<file path="config.mk">
export PLATFORM = sky130hd
export DESIGN_NAME = ckdiv_top
export DESIGN_NICKNAME = d
export VERILOG_FILES = /design/src/rtl/ckdiv_pkg.sv /design/src/rtl/ckdiv_decode.sv /design/src/rtl/ckdiv_primary.sv /design/src/rtl/ckdiv_secondary.sv /design/src/rtl/ckdiv_top.sv
export SDC_FILE = /design/constraint.sdc
export NUM_CORES = 1
export LEC_CHECK = 0
export BUFFER_PORTS_ARGS = -buffer_cell sky130_fd_sc_hd__buf_4
export CAP_MARGIN = 20
export CORE_AREA = 5 5 42 44
export CTS_CLUSTER_SIZE = 16
export DETAILED_ROUTE_END_ITERATION = 16
export DIE_AREA = 0 0 47 49
export GPL_ROUTABILITY_DRIVEN = 0
export GPL_TIMING_DRIVEN = 0
export PLACE_DENSITY = 0.39
export SLEW_MARGIN = 20
export SYNTH_ARGS = -nofsm -noshare
export SYNTH_HDL_FRONTEND = slang
export SYNTH_SLANG_ARGS = --single-unit
</file>
<file path="constraint.sdc">
create_clock -name clk_in -period 1.5 [get_ports clk_in]
set_input_delay 0.15 -clock clk_in [delete_from_list [all_inputs] [get_ports clk_in]]
set_output_delay 0.15 -clock clk_in [all_outputs]
set_load 0.02 [all_outputs]
</file>
<file path="src/rtl/ckdiv_pkg.sv">
`timescale 1ns/1ps
package ckdiv_pkg;

  typedef enum logic [1:0] {
    SEL_OFF  = 2'b00,
    SEL_MID  = 2'b01,
    SEL_SLOW = 2'b10,
    SEL_FAST = 2'b11
  } div_sel_e;

  // Number of input cycles in one phase (high or low) of the primary clock.
  function automatic int unsigned half_of(input int unsigned ratio);
    return ratio / 2;
  endfunction

  // Largest of three ratios, used to size the phase counter.
  function automatic int unsigned max3(input int unsigned a, input int unsigned b,
                                       input int unsigned c);
    int unsigned m;
    m = a;
    if (b > m) m = b;
    if (c > m) m = c;
    return m;
  endfunction

endpackage

</file>
<file path="src/rtl/ckdiv_decode.sv">
`timescale 1ns/1ps
module ckdiv_decode
  import ckdiv_pkg::*;
#(
  parameter int unsigned RATIO_MID  = 6,
  parameter int unsigned RATIO_SLOW = 8,
  parameter int unsigned RATIO_FAST = 2,
  parameter int unsigned CNT_W      = 3
) (
  input  div_sel_e         code,
  output logic [CNT_W-1:0] last_cnt,
  output logic             pd
);
  localparam logic [CNT_W-1:0] LAST_MID  = CNT_W'(half_of(RATIO_MID)  - 1);
  localparam logic [CNT_W-1:0] LAST_SLOW = CNT_W'(half_of(RATIO_SLOW) - 1);
  localparam logic [CNT_W-1:0] LAST_FAST = CNT_W'(half_of(RATIO_FAST) - 1);

  always_comb begin
    pd       = 1'b0;
    last_cnt = '0;
    unique case (code)
      SEL_MID:  last_cnt = LAST_MID;
      SEL_SLOW: last_cnt = LAST_SLOW;
      SEL_FAST: last_cnt = LAST_FAST;
      default:  pd       = 1'b1;
    endcase
  end
endmodule

</file>
<file path="src/rtl/ckdiv_primary.sv">
`timescale 1ns/1ps
module ckdiv_primary
  import ckdiv_pkg::*;
#(
  parameter int unsigned RATIO_MID  = 6,
  parameter int unsigned RATIO_SLOW = 8,
  parameter int unsigned RATIO_FAST = 2,
  parameter int unsigned CNT_W      = 3
) (
  input  logic     clk,
  input  logic     rst,
  input  div_sel_e sel_in,
  output logic     pri_q,
  output logic     rise_evt,
  output logic     pd_act
);
  div_sel_e         act_sel;
  logic [CNT_W-1:0] cnt;
  logic [CNT_W-1:0] last_cnt;
  logic             wrap;
  logic             period_end;
  logic             load_sel;

  ckdiv_decode #(
    .RATIO_MID (RATIO_MID),
    .RATIO_SLOW(RATIO_SLOW),
    .RATIO_FAST(RATIO_FAST),
    .CNT_W     (CNT_W)
  ) u_dec (
    .code    (act_sel),
    .last_cnt(last_cnt),
    .pd      (pd_act)
  );

  // Named internal events, exposed for the assertions below.
  assign wrap       = !pd_act && (cnt == last_cnt);
  assign period_end = wrap && pri_q;      // primary about to fall
  assign rise_evt   = wrap && !pri_q;     // primary about to rise
  assign load_sel   = pd_act || period_end;

  always_ff @(posedge clk) begin
    if (rst) begin
      cnt     <= '0;
      pri_q   <= 1'b0;
      act_sel <= sel_in;
    end else begin
      if (load_sel) act_sel <= sel_in;
      if (pd_act) begin
        cnt   <= '0;
        pri_q <= 1'b0;
      end else if (wrap) begin
        cnt   <= '0;
        pri_q <= ~pri_q;
      end else begin
        cnt   <= cnt + 1'b1;
      end
    end
  end

  // the phase counter never passes the phase length of the active ratio
  a_r5_cnt_in_range: assert property (@(posedge clk) disable iff (rst)
    cnt <= last_cnt);

  // the active code only changes after a primary fall, in power-down, or from reset
  a_r9_sel_hold: assert property (@(posedge clk) disable iff (rst)
    (act_sel != $past(act_sel)) |-> (($past(pri_q) && !pri_q) || $past(pd_act) || $past(rst)));

  // once power-down is active, the primary output is held low
  a_r7_pri_quiet: assert property (@(posedge clk) disable iff (rst)
    pd_act |=> !pri_q);
endmodule

</file>
<file path="src/rtl/ckdiv_secondary.sv">
`timescale 1ns/1ps
module ckdiv_secondary (
  input  logic clk,
  input  logic rst,
  input  logic pd,
  input  logic rise_evt,
  input  logic pri_i,
  output logic sec_q
);
  always_ff @(posedge clk) begin
    if (rst || pd) sec_q <= 1'b0;
    else if (rise_evt) sec_q <= ~sec_q;
  end

  // each secondary rise lands on the same edge as a primary rise
  a_r6_sec_with_pri: assert property (@(posedge clk) disable iff (rst)
    $rose(sec_q) |-> $rose(pri_i));

  // power-down clears the secondary on the following edge
  a_r7_sec_quiet: assert property (@(posedge clk) disable iff (rst)
    pd |=> !sec_q);
endmodule

</file>
<file path="src/rtl/ckdiv_top.sv">
`timescale 1ns/1ps
module ckdiv_top
  import ckdiv_pkg::*;
#(
  parameter int unsigned RATIO_MID  = 6,
  parameter int unsigned RATIO_SLOW = 8,
  parameter int unsigned RATIO_FAST = 2
) (
  input  logic       clk_in,
  input  logic       rst,
  input  logic [1:0] sel,
  input  logic       oe,
  output logic       pri_clk,
  output logic       pri_clk_en,
  output logic       sec_clk,
  output logic       sec_clk_en
);
  localparam int unsigned MAX_HALF = half_of(max3(RATIO_MID, RATIO_SLOW, RATIO_FAST));
  localparam int unsigned CNT_W    = (MAX_HALF > 1) ? $clog2(MAX_HALF) : 1;

  logic pri_q;
  logic sec_q;
  logic rise_evt;
  logic pd_act;

  ckdiv_primary #(
    .RATIO_MID (RATIO_MID),
    .RATIO_SLOW(RATIO_SLOW),
    .RATIO_FAST(RATIO_FAST),
    .CNT_W     (CNT_W)
  ) u_pri (
    .clk     (clk_in),
    .rst     (rst),
    .sel_in  (div_sel_e'(sel)),
    .pri_q   (pri_q),
    .rise_evt(rise_evt),
    .pd_act  (pd_act)
  );

  ckdiv_secondary u_sec (
    .clk     (clk_in),
    .rst     (rst),
    .pd      (pd_act),
    .rise_evt(rise_evt),
    .pri_i   (pri_q),
    .sec_q   (sec_q)
  );

  assign pri_clk    = pri_q;
  assign sec_clk    = sec_q;
  assign pri_clk_en = oe;
  assign sec_clk_en = oe;

  // reset leaves both clock outputs low on the next edge
  a_r1_reset_low: assert property (@(posedge clk_in)
    $past(rst) |-> (!pri_clk && !sec_clk));
endmodule

</file>
[Word-level counts from Yosys, hierarchy flattened]
Cells that the tools add are included.
Cells by class
  $add $sub $neg: 1
  equality and inequality tests: 4
  muxes and demuxes: 4
  bitwise operators: 3
  reductions and logical operators: 10
Operator list (count)
  OR reduction 3 bit: 2
  == test 2 bit, second input constant: 2
  2-to-1 mux 2 bit: 2
  one-hot mux 2 bit (2 select lines): 1
  logical AND 1 bit: 3
  inverter 1 bit: 3
  adder 2 x 1 -> 2 bit, second input constant: 1
  == test 2 x 1 -> 1 bit, second input constant: 1
  == test 2 bit: 1
  logical OR 1 bit: 2
  nonzero test 2 bit: 1
  OR reduction 2 bit: 1
  logical NOT 1 bit: 1
  2-to-1 mux 1 bit: 1
Storage, ports and cells
  register bits after elaboration: 6
  input port bits: 5
  logic and storage cells: 26

[Depth between registers and ports, before layout]
  word-level depth: 8
  mapped depth: 5
  depth with buffers taken out: 5

[Cells and area by module]
From an unflattened synthesis, not the netlist that was laid out.
Unflattened totals
  cells, all modules: 26
  area, all modules: 297.8 sq um
By module, submodules not included
  ckdiv_primary: times used 1, cells each 17, area each 211.5 sq um, sequential area each 120.1 sq um
  ckdiv_secondary: times used 1, cells each 3, area each 38.8 sq um, sequential area each 20.0 sq um
  ckdiv_decode: times used 1, cells each 4, area each 32.5 sq um, sequential area each 0.0 sq um
  ckdiv_top: times used 1, cells each 2, area each 15.0 sq um, sequential area each 0.0 sq um

[Worst setup path after synthesis]
No wires, ideal clock.
  kind: reg-to-reg
  start point: register u_pri.act_sel[1]
  end point: register u_pri.pri_q
  setup time: 70 ps
  arrival time: 1363 ps
  setup slack: 67 ps
  cell stages (with the launch flop): 6
  buffers on the path: 0
  period minus slack after synthesis: 1433 ps
  cell sequence: edfxtp_1 -> inv_1 -> ha_1 -> xor2_1 -> or3_2 -> a21oi_1
On the way
  cells in the longest elaborated chain, start to end: 4
  elaborated cells on any way between the ends: 9
RTL lines
  start: declaration: line ckdiv_primary.sv:17  | div_sel_e act_sel;
  start signal: assignment: line ckdiv_primary.sv:45  | act_sel <= sel_in;
  start signal: assignment: line ckdiv_primary.sv:47  | if (load_sel) act_sel <= sel_in;
  == test 2 bit or == test 2 x 1 -> 1 bit (tied branches): line ckdiv_decode.sv:21  | unique case (code)
  one-hot mux 2 bit (2 select lines) or OR reduction 3 bit (tied branches)
  == test 2 bit or inverter 1 bit (tied branches)
  logical AND 1 bit or OR reduction 2 bit (tied branches)
  end signal: assignment: line ckdiv_primary.sv:53  | pri_q <= ~pri_q;
  end: declaration: line ckdiv_primary.sv:13  | output logic pri_q,
Several ways; a longest one is shown, not always the timed one.
A chain may end at the register's enable or synchronous reset.

[Final worst setup path]
  start point: register u_pri.act_sel[1]
  end point: register u_sec.sec_q
On the way
  cells in the longest elaborated chain, start to end: 5
  elaborated cells on any way between the ends: 10
RTL lines
  == test 2 bit or == test 2 x 1 -> 1 bit (tied branches): line ckdiv_decode.sv:21
  one-hot mux 2 bit (2 select lines): line ckdiv_decode.sv:21
  == test 2 bit: line ckdiv_primary.sv:36  | assign wrap = !pd_act && (cnt == last_cnt);
  logical AND 1 bit: line ckdiv_primary.sv:36
  logical AND 1 bit: line ckdiv_primary.sv:38  | assign rise_evt = wrap && !pri_q;
  end signal: assignment: line ckdiv_secondary.sv:12  | else if (rise_evt) sec_q <= ~sec_q;
  end: declaration: line ckdiv_secondary.sv:8  | output logic sec_q
Several ways; a longest one is shown, not always the timed one.

==> impl_metrics.csv <==
group,metric,value,unit
status,status,"complete, but fails checks",
status,violations,"negative setup slack",
synth,synth.area.top_cells,"dfxtp_1 29%, edfxtp_1 22%, ha_1 9.0%",
setup_path,slowest_delay,0.43,ns
grt,grt_pass1_vias,238,
detailed_routing,drc,0,
final_layout,seq_area,140.1,um2
clock_tree,path_clk_slew,0.05,ns
synth,syn-cell-area,279.0,um2
grt,grt.total_usage,5.799,%
floorplanning,boundaryPins,9,
sta,skew,0.01212,ns
sta,hold_viol,0,
grt,grt_overflow,0,
final_layout,nets,46,
setup_path,crit_buf_inv,1,
setup_path,crit_path_end_kind,"flip-flop",
detailed_routing,routed_wl,514,um
power,power.switching,0.0001718,W
detailed_routing,antenna_left,0,
synth,syn_inst,26,
setup_path,crit_chain,"inv_2, ha_4, xor2_2, or4_1, a21oi_2",
sta,fmax,0.6499,GHz
placed_design,post-place-ws,-0.04252,ns
worst_hold_path,min_from,"sel[1]",
sta,holdWs,0.07883,ns
floorplanning,die-area,2303,um2
synth,ys_types,16,
final_layout,layout_common_cells,"10 x buf_4, 4 x dfxtp_1, 3 x clkbuf_4",
floorplanning,die_w,47,um
floorplanning,start_util,19.91,%
setup_path,path_class,"reg -> reg",
final_layout,final_common_cell,"buf_4",
power,p_int,0.0003864,W
worst_hold_path,hold_path_class,"in -> reg",
placed_design,io_buffers,7,
floorplanning,die_y,49,um
final_layout,diodes,0,
clock_tree,clk_path_buf_depth,2,
final_layout,layout-drive-gt1-share,60.53,%
clock_tree,cts_tree,"built",
clock_tree,h-tree-depth,1,
floorplanning,coreArea,1401,um2
sta,drv_slew,0,
floorplanning,num_rows,14,
power,power.share.clock,28.4,%
setup_path,crit_family,"simple AND/OR/NAND/NOR gates",
final_layout,syn_to_final_growth,52.47,%
setup_path,slowest_stage,"or4_1",
sta,layout_setup_ws,-0.03878,ns
synth,yosysTopAreaCell,"dfxtp_1",
clock_tree,cts_sinks,6,
setup_path,crit_required,1.67,ns
detailed_routing,drt_iter0_markers,0,
detailed_routing,vias_per_cell,4.056,
synth,yosysWarnings,0,
grt,antenna_found_initial,0,
sta,finalCriticalPeriod,1.539,ns
power,p_leak,0.1769,nW
clock_tree,cts_root_buf,"clkbuf_4",
clock_tree,clk_latency,0.25,ns
detailed_routing,first_pass_iters,1,
power,pwr-share-seq,39.5,%
synth,yosysTopAreaCellShare,28.70,%
synth,syn_area_per_cell,10.73,um2
detailed_routing,via_count,219,
final_layout,final_cells,54,
setup_path,ff2ff_setup_slack,-0.04,ns
sta,rsz0062_at_grt,"yes",
setup_path,path_max_fanout,5,
setup_path,worst_r2r_startpoint,"u_pri.act_sel[1]$_DFFE_PP_",
placed_design,place_inst,49,
synth,ys_ff_latch,6,
run,drv_cap,0,
setup_path,r2r-end,"u_sec.sec_q$_SDFFE_PP0P_",
worst_hold_path,whs_path_depth,1,
power,p_per_area,1312,nW/um2
power,peakVddDrop,0.0005150,V
clock_tree,cts_made_buffers,3,
sta,slew_headroom,83.03,%
final_layout,nFillCells,155,
synth,synth_nets,33,
final_layout,multi_input_area,156.4,um2
synth,seq_area_frac_synth,50.22,%
detailed_routing,wire_per_inst,9.519,um
grt,grt_max_degree,7,
sta,worst_slew_pin_slew,0.2523,ns
setup_path,worstPathArrival,1.71,ns
sta,timing.final.crit_share,102.6,%
sta,timing.final.setup_violations,2,
setup_path,worstRegToRegCells,5,
grt,grt_pass1_wl,938,um
worst_hold_path,hold_end,"u_pri.act_sel[1]$_DFFE_PP_",
power,switching_share,30.78,%
power,p_comb_share,32.1,%
setup_path,start_kind,"flip-flop",
==> synthesized netlist by cell type, drive strengths merged <==
master / instances
dfxtp: 4
buf: 2
a21o: 1
a21oi: 2
inv: 2
o21ai: 1
edfxtp: 2
xor2: 2
xnor2: 1
nor3: 2
or3: 1
nor2: 1
or4: 1
o31ai: 1
ha: 2
or2: 1
==> area by class of cell <==
| type | instances | share of cell area (%) |
|---|---|---|
| plain buffers | 2 | 3.529 |
| clock buffers | 4 | 6.176 |
| inverters | 2 | 1.765 |
| multi-input cells | 16 | 36.76 |
| flip-flops and latches | 6 | 32.94 |
| well taps | 16 | 4.706 |
| repair buffers | 8 | 14.12 |
==> how the worst max path moves through the flow <==
| stage | start | endpoint | slack [ns] | cells past startpoint |
|---|---|---|---|---|
| floorplan | u_pri.act_sel[1]$_DFFE_PP_ | u_pri.pri_q$_SDFFE_PP0P_ | 0.07 | 5 |
| global placement | u_pri.act_sel[1]$_DFFE_PP_ | u_pri.act_sel[0]$_DFFE_PP_ | -0.02 | 5 |
| detailed placement | u_pri.act_sel[0]$_DFFE_PP_ | u_pri.act_sel[0]$_DFFE_PP_ | -0.04 | 5 |
| CTS | u_pri.act_sel[1]$_DFFE_PP_ | u_pri.pri_q$_SDFFE_PP0P_ | -0.02 | 5 |
| global route | u_pri.act_sel[1]$_DFFE_PP_ | u_sec.sec_q$_SDFFE_PP0P_ | -0.10 | 5 |
| finish | u_pri.act_sel[1]$_DFFE_PP_ | u_sec.sec_q$_SDFFE_PP0P_ | -0.04 | 5 |
==> repair_timing <==
| item | in CTS | in global routing |
|---|---|---|
| hold buffers | 0 | 0 |
| buffers inserted | 0 | 1 |
| pin swaps | 0 | 1 |
| gates cloned | 0 | 0 |
| hold endpoints to repair | 0 | 0 |
| endpoints found under the setup margin | 4 | 4 |
| resized for setup | 5 | 4 |
==> state kept, by name (all words and copies together) (netlist names) <==
signal,count
u_pri.cnt,2
u_sec.sec_q,1
u_pri.act_sel,2
u_pri.pri_q,1
==> through the flow <==
stage / TNS (ns) / instance area, um2 / utilization (%) / total power (W)
after floorplan: 0 / 279.0 / - / 0.0003123
after global placement: -0.04902 / 351.6 / 25.09 / 0.0003523
after global routing: -0.2941 / 425.4 / 30.36 / 0.0006068
after CTS: -0.08174 / 405.4 / 28.93 / 0.0005414
final: -0.04866 / 425.4 / 30.36 / 0.0005581
after detailed placement: -0.1102 / 351.6 / 25.09 / 0.0003566
==> metal layers <==
metal  track usage, %  share of wire (%)  up-vias
met5                0                  0        -
met4            4.147                  0        0
met3            2.214                7.0        0
met2            8.824                 54        5
met1            6.236                 38      101
li1                 -                  -      113
==> power groups by stage <==
stage	Sequential, W	Clock, W	Combinational (W)
after global placement	0.000218	0	0.000134
after detailed placement	0.000219	0	0.000138
after floorplan	0.000230	0	0.0000828
after CTS	0.000220	0.000168	0.000154
after global routing	0.000225	0.000178	0.000204
final	0.000220	0.000159	0.000179
==> kinds of logic (layout without fill, tap and decap cells) <==
kind of cell    Yosys count  count (layout)  share of synthesized area (%)
fa+ha+maj                 2               2                          8.967
flops                     6               6                          50.23
xor+xnor                  3               3                          9.419
compound gates            5               5                          10.76
simple gates              6               6                          12.56
buf+inv                   4              16                          8.071
No activity file was read; power rests on OpenSTA's default activity.
